**src/rtl/board_sysctl_pkg.sv**
```systemverilog
package board_sysctl_pkg;
  localparam int DATA_W = 32;
  localparam logic [DATA_W-1:0] LOCK_KEY = 32'h0000_A05F;

  // byte offsets of the decoded words
  localparam int OFF_ID      = 'h000;
  localparam int OFF_LED     = 'h008;
  localparam int OFF_LOCK    = 'h020;
  localparam int OFF_CFG0    = 'h028;
  localparam int OFF_CFG1    = 'h02C;
  localparam int OFF_FLG_SET = 'h030;
  localparam int OFF_FLG_CLR = 'h034;
  localparam int OFF_NVF_SET = 'h038;
  localparam int OFF_NVF_CLR = 'h03C;
  localparam int OFF_RSTCTL  = 'h040;
  localparam int OFF_CONST_A = 'h044;
  localparam int OFF_CONST_B = 'h050;
  localparam int OFF_TICK    = 'h05C;
  localparam int OFF_CONST_C = 'h084;
  localparam int OFF_CONST_D = 'h088;

  localparam logic [DATA_W-1:0] VAL_CONST_A = 32'h0000_0001;
  localparam logic [DATA_W-1:0] VAL_CONST_B = 32'h0000_1000;
  localparam logic [DATA_W-1:0] VAL_CONST_C = 32'h0200_0000;
  localparam logic [DATA_W-1:0] VAL_CONST_D = 32'hFF00_0000;

  localparam logic [DATA_W-1:0] FLAGS_RST = 32'h0000_0003;
endpackage

```
**src/rtl/board_sysctl_lock.sv**
```systemverilog
module board_sysctl_lock
  import board_sysctl_pkg::*;
(
  input  logic              clk,
  input  logic              rst,
  input  logic              wr_en,
  input  logic [DATA_W-1:0] wdata,
  output logic [15:0]       lock_q,
  output logic              unlocked
);
  always_ff @(posedge clk) begin
    if (rst) begin
      lock_q <= '0;
    end else if (wr_en) begin
      if (wdata == LOCK_KEY) lock_q <= LOCK_KEY[15:0];
      else                   lock_q <= {1'b0, wdata[14:0]};
    end
  end

  assign unlocked = (lock_q == LOCK_KEY[15:0]);

  // a non-key write always leaves bit 15 low
  a_r6_nonkey_clears_top: assert property (@(posedge clk) disable iff (rst)
    (wr_en && wdata != LOCK_KEY) |=> !lock_q[15]);
  // the exact key unlocks
  a_r6_key_unlocks: assert property (@(posedge clk) disable iff (rst)
    (wr_en && wdata == LOCK_KEY) |=> unlocked);
endmodule

```
**src/rtl/board_sysctl_flags.sv**
```systemverilog
module board_sysctl_flags #(
  parameter int              W       = 32,
  parameter logic [W-1:0]    RST_VAL = '0
) (
  input  logic         clk,
  input  logic         rst,
  input  logic         set_en,
  input  logic         clr_en,
  input  logic [W-1:0] wdata,
  output logic [W-1:0] q
);
  always_ff @(posedge clk) begin
    if (rst)         q <= RST_VAL;
    else if (set_en) q <= q | wdata;
    else if (clr_en) q <= q & ~wdata;
  end

  // set writes raise every requested bit
  a_r4_set_bits: assert property (@(posedge clk) disable iff (rst)
    set_en |=> ((q & $past(wdata)) == $past(wdata)));
  // clear writes drop every requested bit
  a_r4_clr_bits: assert property (@(posedge clk) disable iff (rst)
    (clr_en && !set_en) |=> ((q & $past(wdata)) == '0));
endmodule

```
**src/rtl/board_sysctl_tick.sv**
```systemverilog
module board_sysctl_tick #(
  parameter int DIV   = 2,
  parameter int CNT_W = 32
) (
  input  logic             clk,
  input  logic             rst,
  output logic [CNT_W-1:0] count
);
  generate
    if (DIV <= 1) begin : g_direct
      always_ff @(posedge clk) begin
        if (rst) count <= '0;
        else     count <= count + 1'b1;
      end
    end else begin : g_prescaled
      localparam int PRE_W = $clog2(DIV);
      localparam logic [PRE_W-1:0] PRE_LAST = PRE_W'(DIV - 1);
      logic [PRE_W-1:0] pre;
      always_ff @(posedge clk) begin
        if (rst) begin
          pre   <= '0;
          count <= '0;
        end else if (pre == PRE_LAST) begin
          pre   <= '0;
          count <= count + 1'b1;
        end else begin
          pre   <= pre + 1'b1;
        end
      end

      // the counter only moves when the prescaler wraps
      a_r9_step_on_wrap: assert property (@(posedge clk) disable iff (rst)
        !$stable(count) |-> ($past(pre) == PRE_LAST));
    end
  endgenerate
endmodule

```
**src/rtl/board_sysctl.sv**
```systemverilog
module board_sysctl
  import board_sysctl_pkg::*;
#(
  parameter logic [31:0] BOARD_ID = 32'h0000_0000,
  parameter int          LED_W    = 8,
  parameter int          ADDR_W   = 12,
  parameter int          CLK_HZ   = 48_000_000,
  parameter int          TICK_HZ  = 24_000_000,
  parameter int          CNT_W    = 32
) (
  input  logic              clk,
  input  logic              rst,
  input  logic              bus_en,
  input  logic              bus_we,
  input  logic [ADDR_W-1:0] bus_addr,
  input  logic [31:0]       bus_wdata,
  output logic [31:0]       bus_rdata,
  output logic [LED_W-1:0]  led_out,
  output logic              reset_req
);
  localparam int TICK_DIV = (CLK_HZ / TICK_HZ) < 1 ? 1 : (CLK_HZ / TICK_HZ);

  logic wr, rd;
  assign wr = bus_en &&  bus_we;
  assign rd = bus_en && !bus_we;

  function automatic logic hit(input logic [ADDR_W-1:0] a, input int off);
    return a == ADDR_W'(off);
  endfunction

  logic wr_led, wr_lock, wr_cfg0, wr_cfg1, wr_rst;
  logic wr_fset, wr_fclr, wr_nset, wr_nclr;
  assign wr_led  = wr && hit(bus_addr, OFF_LED);
  assign wr_lock = wr && hit(bus_addr, OFF_LOCK);
  assign wr_cfg0 = wr && hit(bus_addr, OFF_CFG0);
  assign wr_cfg1 = wr && hit(bus_addr, OFF_CFG1);
  assign wr_rst  = wr && hit(bus_addr, OFF_RSTCTL);
  assign wr_fset = wr && hit(bus_addr, OFF_FLG_SET);
  assign wr_fclr = wr && hit(bus_addr, OFF_FLG_CLR);
  assign wr_nset = wr && hit(bus_addr, OFF_NVF_SET);
  assign wr_nclr = wr && hit(bus_addr, OFF_NVF_CLR);

  logic [15:0]       lock_q;
  logic              unlocked;
  logic [31:0]       flags_q, nvflags_q;
  logic [CNT_W-1:0]  tick_q;
  logic [LED_W-1:0]  led_q;
  logic [31:0]       cfg0_q, cfg1_q, reset_level;

  board_sysctl_lock u_lock (
    .clk(clk), .rst(rst), .wr_en(wr_lock), .wdata(bus_wdata),
    .lock_q(lock_q), .unlocked(unlocked)
  );

  board_sysctl_flags #(.W(DATA_W), .RST_VAL(FLAGS_RST)) u_flags (
    .clk(clk), .rst(rst), .set_en(wr_fset), .clr_en(wr_fclr),
    .wdata(bus_wdata), .q(flags_q)
  );

  board_sysctl_flags #(.W(DATA_W), .RST_VAL('0)) u_nvflags (
    .clk(clk), .rst(rst), .set_en(wr_nset), .clr_en(wr_nclr),
    .wdata(bus_wdata), .q(nvflags_q)
  );

  board_sysctl_tick #(.DIV(TICK_DIV), .CNT_W(CNT_W)) u_tick (
    .clk(clk), .rst(rst), .count(tick_q)
  );

  always_ff @(posedge clk) begin
    if (rst) begin
      led_q       <= '0;
      cfg0_q      <= '0;
      cfg1_q      <= '0;
      reset_level <= '0;
      reset_req   <= 1'b0;
    end else begin
      if (wr_led)  led_q  <= bus_wdata[LED_W-1:0];
      if (wr_cfg0) cfg0_q <= bus_wdata;
      if (wr_cfg1) cfg1_q <= bus_wdata;
      if (wr_rst && unlocked) reset_level <= bus_wdata;
      reset_req <= wr_rst && unlocked && bus_wdata[8];
    end
  end

  assign led_out = led_q;

  logic [31:0] rd_mux;
  always_comb begin
    rd_mux = '0;
    case (bus_addr)
      ADDR_W'(OFF_ID):      rd_mux = BOARD_ID;
      ADDR_W'(OFF_LED):     rd_mux = 32'(led_q);
      ADDR_W'(OFF_LOCK):    rd_mux = 32'(lock_q);
      ADDR_W'(OFF_CFG0):    rd_mux = cfg0_q;
      ADDR_W'(OFF_CFG1):    rd_mux = cfg1_q;
      ADDR_W'(OFF_FLG_SET): rd_mux = flags_q;
      ADDR_W'(OFF_NVF_SET): rd_mux = nvflags_q;
      ADDR_W'(OFF_RSTCTL):  rd_mux = reset_level;
      ADDR_W'(OFF_CONST_A): rd_mux = VAL_CONST_A;
      ADDR_W'(OFF_CONST_B): rd_mux = VAL_CONST_B;
      ADDR_W'(OFF_TICK):    rd_mux = 32'(tick_q);
      ADDR_W'(OFF_CONST_C): rd_mux = VAL_CONST_C;
      ADDR_W'(OFF_CONST_D): rd_mux = VAL_CONST_D;
      default:              rd_mux = '0;
    endcase
  end

  always_ff @(posedge clk) begin
    if (rst)     bus_rdata <= '0;
    else if (rd) bus_rdata <= rd_mux;
  end

  // a reset control write while locked leaves the level untouched
  a_r7_locked_ignored: assert property (@(posedge clk) disable iff (rst)
    (wr_rst && !unlocked) |=> $stable(reset_level));
  // a request only follows an accepted write with data bit 8 set
  a_r8_req_cause: assert property (@(posedge clk) disable iff (rst)
    reset_req |-> $past(wr_rst && unlocked && bus_wdata[8]));
  // read data holds when no read is presented
  a_r12_hold: assert property (@(posedge clk) disable iff (rst)
    !rd |=> $stable(bus_rdata));
endmodule

```
**config.mk**
```make
export PLATFORM = sky130hd
export DESIGN_NAME = board_sysctl
export DESIGN_NICKNAME = d
export VERILOG_FILES = /design/src/rtl/board_sysctl_pkg.sv /design/src/rtl/board_sysctl_lock.sv /design/src/rtl/board_sysctl_flags.sv /design/src/rtl/board_sysctl_tick.sv /design/src/rtl/board_sysctl.sv
export SDC_FILE = /design/constraint.sdc
export NUM_CORES = 1
export LEC_CHECK = 0
export BUFFER_PORTS_ARGS = -buffer_cell sky130_fd_sc_hd__buf_2
export CAP_MARGIN = 5
export CORE_UTILIZATION = 30
export DETAILED_ROUTE_END_ITERATION = 10
export GPL_TIMING_DRIVEN = 0
export SLEW_MARGIN = 20
export SYNTH_ARGS = -nofsm -noshare
export SYNTH_HDL_FRONTEND = slang
export SYNTH_SLANG_ARGS = --single-unit
export TNS_END_PERCENT = 10
```
**constraint.sdc**
```tcl
create_clock -name clk -period 2.95 [get_ports clk]
set_clock_uncertainty 0.05 [all_clocks]
set_input_delay 0.59 -clock clk [delete_from_list [all_inputs] [get_ports clk]]
set_output_delay 0.59 -clock clk [all_outputs]
set_load 0.03 [all_outputs]
```
== Word-level counts from Yosys, hierarchy flattened ==
Cells that the tools add are included.
Word-level totals
  flip-flop bits (word level): 250
  bits of input ports: 48
  output and inout port bits: 41
  logic and storage cells: 57
Operators by class
  $add $sub $neg: 2
  equality and inequality tests: 16
  muxes and demuxes: 6
  bitwise operators: 5
  reductions and logical operators: 17
Operators by type and width (count)
  32-bit one-hot mux with 12 select lines: 1
  32-bit two-way mux: 4
  12-bit by 6-bit equality test with 1-bit output (second input constant): 7
  32-bit bitwise AND: 2
  32-bit bitwise OR: 2
  12-bit by 7-bit equality test with 1-bit output (second input constant): 4
  32-bit by 1-bit adder with 32-bit output (second input constant): 1
  32-bit by 16-bit equality test with 1-bit output (second input constant): 1
  32-bit inverter: 1
  12-bit by 8-bit equality test with 1-bit output (second input constant): 2
  16-bit equality test (second input constant): 1
  16-bit two-way mux: 1
  1-bit logical AND: 13
  12-bit by 4-bit equality test with 1-bit output (second input constant): 1
  2-bit nonzero test: 2
  2-bit OR reduction: 1
  1-bit adder (second input constant): 1
  1-bit logical NOT: 1

== Logic depth before layout (Yosys ltp) ==
Gate-level depths: netlist of run 1.
  word-level depth: 4
  mapped depth: 9
  depth with buffers taken out: 5

== Modules after synthesis ==
Synthesis of run 1 repeated with hierarchy kept, for this count alone.
Second synthesis, totals
  cell total of the unflattened synthesis: 1363
  area total of the unflattened synthesis: 11852.6 um^2
By module, submodules not included
  board_sysctl: instances 1, cells each 843, area an instance 6760.2 um^2, sequential area each 2742.6 um^2
  board_sysctl_tick: instances 1, cells each 179, area an instance 1582.8 um^2, sequential area each 660.6 um^2
  board_sysctl_flags (u_nvflags): instances 1, cells each 137, area an instance 1410.1 um^2, sequential area each 640.6 um^2
  board_sysctl_flags (u_flags): instances 1, cells each 135, area an instance 1400.1 um^2, sequential area each 640.6 um^2
  board_sysctl_lock: instances 1, cells each 69, area an instance 699.4 um^2, sequential area each 320.3 um^2

== Least setup slack after synthesis of run 1 ==
OpenSTA, ideal clock, no wires.
  path type: input to register
  from: input bus_addr[4]
  to: register u_lock.lock_q[10]
  setup time: 116 ps
  arrival: 2313 ps
  data required time: 2784 ps
  path slack: 471 ps
  stages: 8
  path buffers: 3
  cells stage by stage: buf_2 or4b_4 or4_1 buf_2 nor3_2 or2_2 buf_4 a21oi_1
On the way
  word-level cells in the longest chain between the ends: 2
Ends and longest elaborated chain
  from (decl): line board_sysctl.sv:15  | input logic [ADDR_W-1:0] bus_addr,
  12-bit by 6-bit equality test with 1-bit output: line board_sysctl.sv:28  | return a == ADDR_W'(off);
  1-bit logical AND: line board_sysctl.sv:34  | assign wr_lock = wr && hit(bus_addr, OFF_LOCK);
  to (signal assigned): line board_sysctl_lock.sv:15  | if (wdata == LOCK_KEY) lock_q <= LOCK_KEY[15:0];
  to (signal assigned): line board_sysctl_lock.sv:16  | else lock_q <= {1'b0, wdata[14:0]};
  to (decl): line board_sysctl_lock.sv:8  | output logic [15:0] lock_q,
No other way between the ends.
A chain may end at the register's enable or synchronous reset.

==> results of run 1 <==
-- cell families (layout without fill, tap and decap cells) --
kind of cell             after synthesis  in the layout  synth area share (%)
flip-flops                           250            250                  43.8
adder cells (fa/ha/maj)                1              1                 0.109
AO/OA/AOI/OAI                        370            370                  20.3
AND/OR/NAND/NOR                      651            651                  26.3
multiplexers                          26             26                  2.35
XOR/XNOR                              20             20                  1.53
buffers and inverters                149            251                  5.65
-- metal layers --
metal	wire length (µm)	vias to the layer above	part of all wire, %
met1	19300	5508	41
met2	20600	663	44
met3	4940	117	11
li1	-	5305	-
met4	1910	0	4.1
met5	0	-	0
-- power by group through the flow --
stage               combinational, mW  sequential [mW]  clock, mW
finish                          0.352             3.38       3.33
global route                    0.365             3.38       3.48
CTS                             0.341             3.38       3.33
detailed placement              0.338             3.46          0
global placement                0.333             3.46          0
floorplan                       0.189             3.46          0
-- final cells by class --
cell class / count / area [µm²]
tap: 511 / 639
clock inverter: 7 / 50.0
timing repair buffer: 55 / 290
multi-input combinational: 1068 / 5820
buffer: 143 / 624
inverter: 6 / 22.5
fill: 3931 / 24300
sequential: 250 / 5000
clock buffer: 40 / 795
-- layout by cell type (no fill, tap or decap), types with 10 or more instances in the layout --
cell type,count
a21oi_1,163
nand3_1,48
nand4_1,13
o21ai_0,36
nor3_1,15
buf_2,102
dfxtp_1,250
mux2i_1,19
clkbuf_1,89
a211oi_1,13
a22oi_1,82
a221oi_1,13
nor2_1,92
clkbuf_16,27
nand2_1,385
xor2_1,11
o22ai_1,10
-- stage by stage --
step	power, mW	cells
2_1_floorplan	3.65	1467
3_3_place_gp	3.79	2032
3_5_place_dp	3.80	2032
4_1_cts	7.05	2079
5_1_grt	7.23	2080
6_report	7.06	2080
-- how the worst max path moves through the flow --
stage / slack [ns] / from / endpoint
after floorplan: 0.47 / bus_addr[4] / u_lock.lock_q[10]$_SDFFE_PP0P_
after global placement: -0.89 / bus_addr[3] / bus_rdata[13]$_SDFFE_PP0P_
after detailed placement: -0.87 / bus_addr[2] / bus_rdata[13]$_SDFFE_PP0P_
after CTS: -0.01 / bus_addr[11] / flop
after global routing: -0.08 / bus_addr[4] / bus_rdata[24]$_SDFFE_PP0P_
final: -0.08 / bus_addr[4] / flop
-- what timing repair did --
| action | 4_1_cts | 5_1_grt |
|---|---|---|
| pin swaps | 0 | 1 |
| endpoints found under the setup margin | 49 | 107 |
| buffers inserted | 0 | 1 |
| gates resized for setup | 5 | 3 |
-- worst reg2reg max path, cell delays in order (launching register included) --
cell and delay [ns]:
dfxtp_1 0.31, clkbuf_1 0.42, nand4_2 0.37, nor4_4 0.42, nand3_2 0.24, or4_1 0.56
a21oi_1 0.15
==> impl_metrics.csv, run 1 <==
group,metric,value,unit
pwr,p_sw,1.75,mW
routing,drtAntennaViolNets,0,
cts,clk_transition_reported_paths,0.06,ns
sta,hold_viol_final,0,
setup_path,start_kind,"input port",
setup_path,crit_top_cell,"buf_2",
pwr,seq_power_share,47.9,%
synth,ys_async_sr_fraction,0,%
pwr,switching_share,24.8,%
synth,synthDistinctLibCells,63,
sta,fmax,0.330,GHz
setup_path,worstSetupPathType,"in -> reg",
cells_and_area,nNetsFinal,1600,
synth,synthTopCellsByArea,"dfxtp_1 44%, nand2_1 13%, a21oi_1 7.1%",
setup_path,path_depth,8,
routing,drc,0,
placement,dpl.hpwl,33.2,mm
sta,setup_viol,22,
sta,relSlewSlack,27.4,%
pwr,comb_power_share,5.0,%
synth,syn_nets,1516,
global_route,grt_overflow,0,
routing,routed_wl,46.8,mm
synth,synth_ff_type,"dfxtp_1",
hold_path,hold_path.startpoint,"bus_wdata[23]",
cells_and_area,drive_gt1_share,11.5,%
global_route,grt_antenna_before_repair,0,
routing,first_iter_violations,1304,
cts,cts_buffers,27,
global_route,top_usage_layer,"met2",
cts,clockBufferDepth,3,
setup_path,slowest_delay,0.82,ns
setup_path,end_kind,"flop",
synth,yosys-top-cells-count,"385 x nand2_1, 250 x dfxtp_1, 163 x a21oi_1",
synth,synth_area,11400,µm²
cts,cts-hold-fix-buffers,0,
synth,ys_ff_latch,250,
sta,fin_crit,3.03,ns
hold_path,worstHoldPathCells,3,
cells_and_area,syn_to_final_growth,15.9,%
placement,io_buffers,54,
synth,synth_edf_count,0,
synth,synthMostInstantiatedCell,"nand2_1",
floorplanning,die_w,197,µm
sta,finalWorstSetupSlack,-0.0792,ns
sta,whs,0.278,ns
setup_path,slowest_stage,"nor4_2",
cells_and_area,fin_area,13200,µm²
global_route,grt_use_total,23.8,%
setup_path,crit_required,3.32,ns
synth,yosys_warnings,0,
pwr,peakVddDrop,0.376,mV
synth,syn_inst,1467,
cts,cts_root_buf,"clkbuf_16",
synth,synth_top_area_cell,"dfxtp_1",
placement,dpl-instance-area,12300,µm²
floorplanning,initial_core_util,30.4,%
pwr,intPower,5.31,mW
floorplanning,core.rowCount,71,
routing,vias_per_cell,5.57,
floorplanning,io-pin-count,89,
cells_and_area,final_util,35.3,%
hold_path,hp-class,"in -> reg",
cells_and_area,diodes,0,
global_route,use_met3,4.18,%
cts,worstSkewPairLatency,0.56,ns
placement,place_worst_setup_slack,-0.867,ns
hold_path,hold_end,"cfg0_q[23]$_SDFFE_PP0P_",
routing,wl_per_cell,22.5,µm
routing,vias,11600,
setup_path,r2r_start,"u_tick.count[10]$_SDFFE_PP0P_",
sta,grt_setup_unrepaired,"yes",
setup_path,r2r-end,"u_tick.count[31]$_SDFFE_PP0P_",
pwr,p_leak,4.20,nW
floorplanning,fp.dieH,197,µm
synth,syn_avg_cell_area,7.79,µm²
pwr,clkPwrFrac,47.1,%
setup_path,cp.arrival,3.40,ns
pwr,powerDensity,533,nW/µm²
setup_path,r2r_setup_slack,0.36,ns
global_route,grt_pass1_vias,10900,
global_route,grt_max_degree,15,
sta,worst_slew_pin_slew,1.09,ns
synth,synth_top_area_share,43.8,%
cts,cts_tree,"done",
setup_path,critical_path_buf_inv_count,3,
setup_path,critPathTopFamily,"simple AND/OR/NAND/NOR gates",
setup_path,worst-r2r-cell-count,6,
flow_run,maxCapViolations,0,
global_route,grt_pass1_wl,69.6,mm
synth,ys_seq_area_share,43.8,%
sta,maxSlewViolCount,0,
setup_path,cp_cell_sequence,"buf_2 -> clkbuf_1 -> nand4bb_1 -> nor4_2 -> buf_2 -> nand2_1 -> a22oi_1 -> nor2_1",
placement,gp_congestion,0.950,
floorplanning,die_area,38900,µm²
cts,cts.sinks,250,
floorplanning,core_area,37600,µm²
setup_path,crit_fanout,10,
routing,drt-pass1-iter-count,9,
run_status,violations,"setup timing",
run_status,status,"finished with violations",
sta,final.period_utilization,103,%
global_route,gr-usage-met2,37.6,%
cts,htree_levels,1,
global_route,grt_use_met1,32.0,%
sta,tns,-0.797,ns
No activity file was read; power rests on OpenSTA's default activity.
==> run 2, diff against run 1 <==
Settings changed: ABC_AREA from default to 1.
==> run 2 against run 1 <==
The flow now finishes without violations; fmax is 30% higher; die area is 3.8% higher; total power rose by 2.1%; sequential power barely moved; global-route usage down 3.2 points; critical path type unchanged; largest cell class unchanged.
==> impl_metrics.csv, run 2 <==
group,metric,value,unit
cells_and_area,drive_gt1_share,11.3,%
floorplanning,fp.dieH,201,µm
cells_and_area,syn_to_final_growth,16.8,%
setup_path,cp_cell_sequence,"clkbuf_1 -> inv_1 -> clkbuf_1 -> clkbuf_1 -> o21ai_0 -> nor2_1",
cts,worstSkewPairLatency,0.55,ns
hold_path,hp-class,"in -> reg",
cells_and_area,nNetsFinal,1894,
global_route,grt_overflow,0,
setup_path,slowest_delay,0.67,ns
setup_path,crit_required,3.39,ns
placement,dpl.hpwl,33.2,mm
flow_run,maxCapViolations,0,
setup_path,slowest_stage,"clkbuf_1",
cells_and_area,final_util,35.7,%
routing,vias,12100,
sta,tns,0,ns
synth,synthMostInstantiatedCell,"dfxtp_1",
routing,first_iter_violations,967,
placement,gp_congestion,0.917,
synth,yosys-top-cells-count,"250 x dfxtp_1, 243 x nand2_1, 230 x a21oi_1",
cts,cts-hold-fix-buffers,0,
floorplanning,core.rowCount,72,
synth,synth_ff_type,"dfxtp_1",
setup_path,crit_top_cell,"clkbuf_1",
routing,drc,0,
sta,setup_viol,0,
cells_and_area,final_cell_mix,"250 x dfxtp_1, 243 x nand2_1, 230 x a21oi_1, 207 x o21ai_0, 203 x inv_1",
synth,ys_ff_latch,250,
sta,fin_crit,2.32,ns
setup_path,cp.arrival,2.76,ns
sta,worst_slew_pin_slew,0.813,ns
global_route,grt_use_total,20.6,%
sta,hold_viol_final,0,
cts,cts_root_buf,"clkbuf_16",
global_route,grt_antenna_before_repair,4,
synth,synthTopCellsByArea,"dfxtp_1 42%, a21oi_1 9.7%, o21ai_0 8.7%",
routing,routed_wl,42.8,mm
synth,synth_edf_count,0,
global_route,grt_max_degree,14,
setup_path,crit_fanout,10,
synth,ys_seq_area_share,42.1,%
cts,cts_tree,"done",
sta,relSlewSlack,45.6,%
setup_path,end_kind,"flop",
synth,syn_inst,1730,
setup_path,worstSetupPathType,"in -> reg",
pwr,powerDensity,520,nW/µm²
sta,grt_setup_unrepaired,"no",
routing,vias_per_cell,5.09,
synth,synth_top_area_cell,"dfxtp_1",
cts,cts_resized,0,
sta,maxSlewViolCount,0,
setup_path,critical_path_buf_inv_count,4,
setup_path,critPathTopFamily,"buffers and inverters",
cts,cts_buffers,28,
floorplanning,initial_core_util,30.6,%
floorplanning,io-pin-count,89,
cts,htree_levels,1,
synth,syn_avg_cell_area,6.86,µm²
global_route,grt_pass1_vias,11400,
synth,yosys_warnings,0,
floorplanning,core_area,38800,µm²
cts,cts.sinks,250,
synth,synth_top_area_share,42.1,%
synth,ys_async_sr_fraction,0,%
floorplanning,die_w,201,µm
pwr,p_leak,5.29,nW
synth,syn_nets,1779,
synth,synthDistinctLibCells,34,
cells_and_area,final_common_cell,"dfxtp_1",
pwr,peakVddDrop,0.279,mV
setup_path,start_kind,"input port",
run_status,status,"finished clean",
floorplanning,die_area,40400,µm²
routing,drtAntennaViolNets,0,
routing,drt-pass1-iter-count,6,
pwr,power,7.21,mW
synth,synth_area,11900,µm²
routing,wl_per_cell,18.0,µm
cts,clk_transition_reported_paths,0.06,ns
sta,fmax,0.430,GHz
placement,io_buffers,85,
sta,final.period_utilization,78.7,%
cts,post-cts-setup-buffer-count,0,
cts,clockBufferDepth,3,
global_route,grt_pass1_wl,64.6,mm
[run 2: final timing paths]
check / start / endpoint / slack [ns] / depth (start not counted)
worst max-delay path: rst / reset_level[15]$_SDFFE_PP0P_ / 0.63 / 6
worst min-delay path: bus_wdata[29] / flop / 0.28 / 3
worst max register to register: u_tick.count[1]$_SDFFE_PP0P_ / u_tick.count[24]$_SDFFE_PP0P_ / 0.92 / 10
worst min register to register: cfg0_q[19]$_SDFFE_PP0P_ / cfg0_q[19]$_SDFFE_PP0P_ / 0.40 / 2
[run 2: power breakdown]
part           leakage (nW)  switching, mW  internal [mW]
Sequential             2.01        0.00231           3.38
Combinational          2.83          0.273         0.0721
Clock                 0.444           1.46           2.03
Total                  5.29           1.73           5.48
[run 2: through the flow]
| stage | cells | area, µm² | worst slack [ns] | hold slack, ns |
|---|---|---|---|---|
| 3_5_place_dp | 2333 | 12900 | 0.136 | 0.386 |
| 3_3_place_gp | 2333 | 12900 | 0.184 | 0.383 |
| 2_1_floorplan | 1730 | 11900 | 1.09 | 0.374 |
| 4_1_cts | 2383 | 13900 | 0.695 | 0.272 |
| 5_1_grt | 2384 | 13900 | 0.599 | 0.300 |
| 6_report | 2384 | 13900 | 0.627 | 0.285 |
[run 2: kinds of logic (layout without fill, tap and decap cells)]
family	Yosys count	count (layout)	share of synthesized area, %
xor gates and xnor gates	2	2	0.148
buffers and inverters	306	441	10.5
adders and majority gates	1	1	0.105
DFF	250	250	42.1
and+or+nand+nor	701	701	27.1
other	0	1	0
AOI/OAI and AO/OA	470	470	20.0
[run 2: final cells by class]
cell class | count | area, µm²
repair buffers | 85 | 425
multi-input cells | 1174 | 5630
clock buffers | 39 | 823
inverters | 211 | 797
plain buffers | 95 | 444
fillers | 4147 | 25000
diodes | 1 | 2.50
well taps | 518 | 648
flip-flops and latches | 250 | 5000
clock inverters | 11 | 93.8
[run 2: worst reg2reg max path: cells and delay by family (launching register included)]
kind / cells / cell delay [ns]
and+or+nand+nor: 7 / 1.08
DFF: 1 / 0.38
AOI/OAI and AO/OA: 2 / 0.23
adders and majority gates: 1 / 0.19
[run 2: per-layer routing]
metal | vias up | routed length [µm] | global-route usage [%] | share of wire, %
li1 | 5918 | - | - | -
met1 | 5649 | 18600 | 26.6 | 43
met2 | 467 | 19800 | 34.2 | 46
met3 | 92 | 2900 | 3.23 | 6.8
met4 | 4 | 1580 | 8.37 | 3.7
met5 | - | 23 | 0 | 0.054
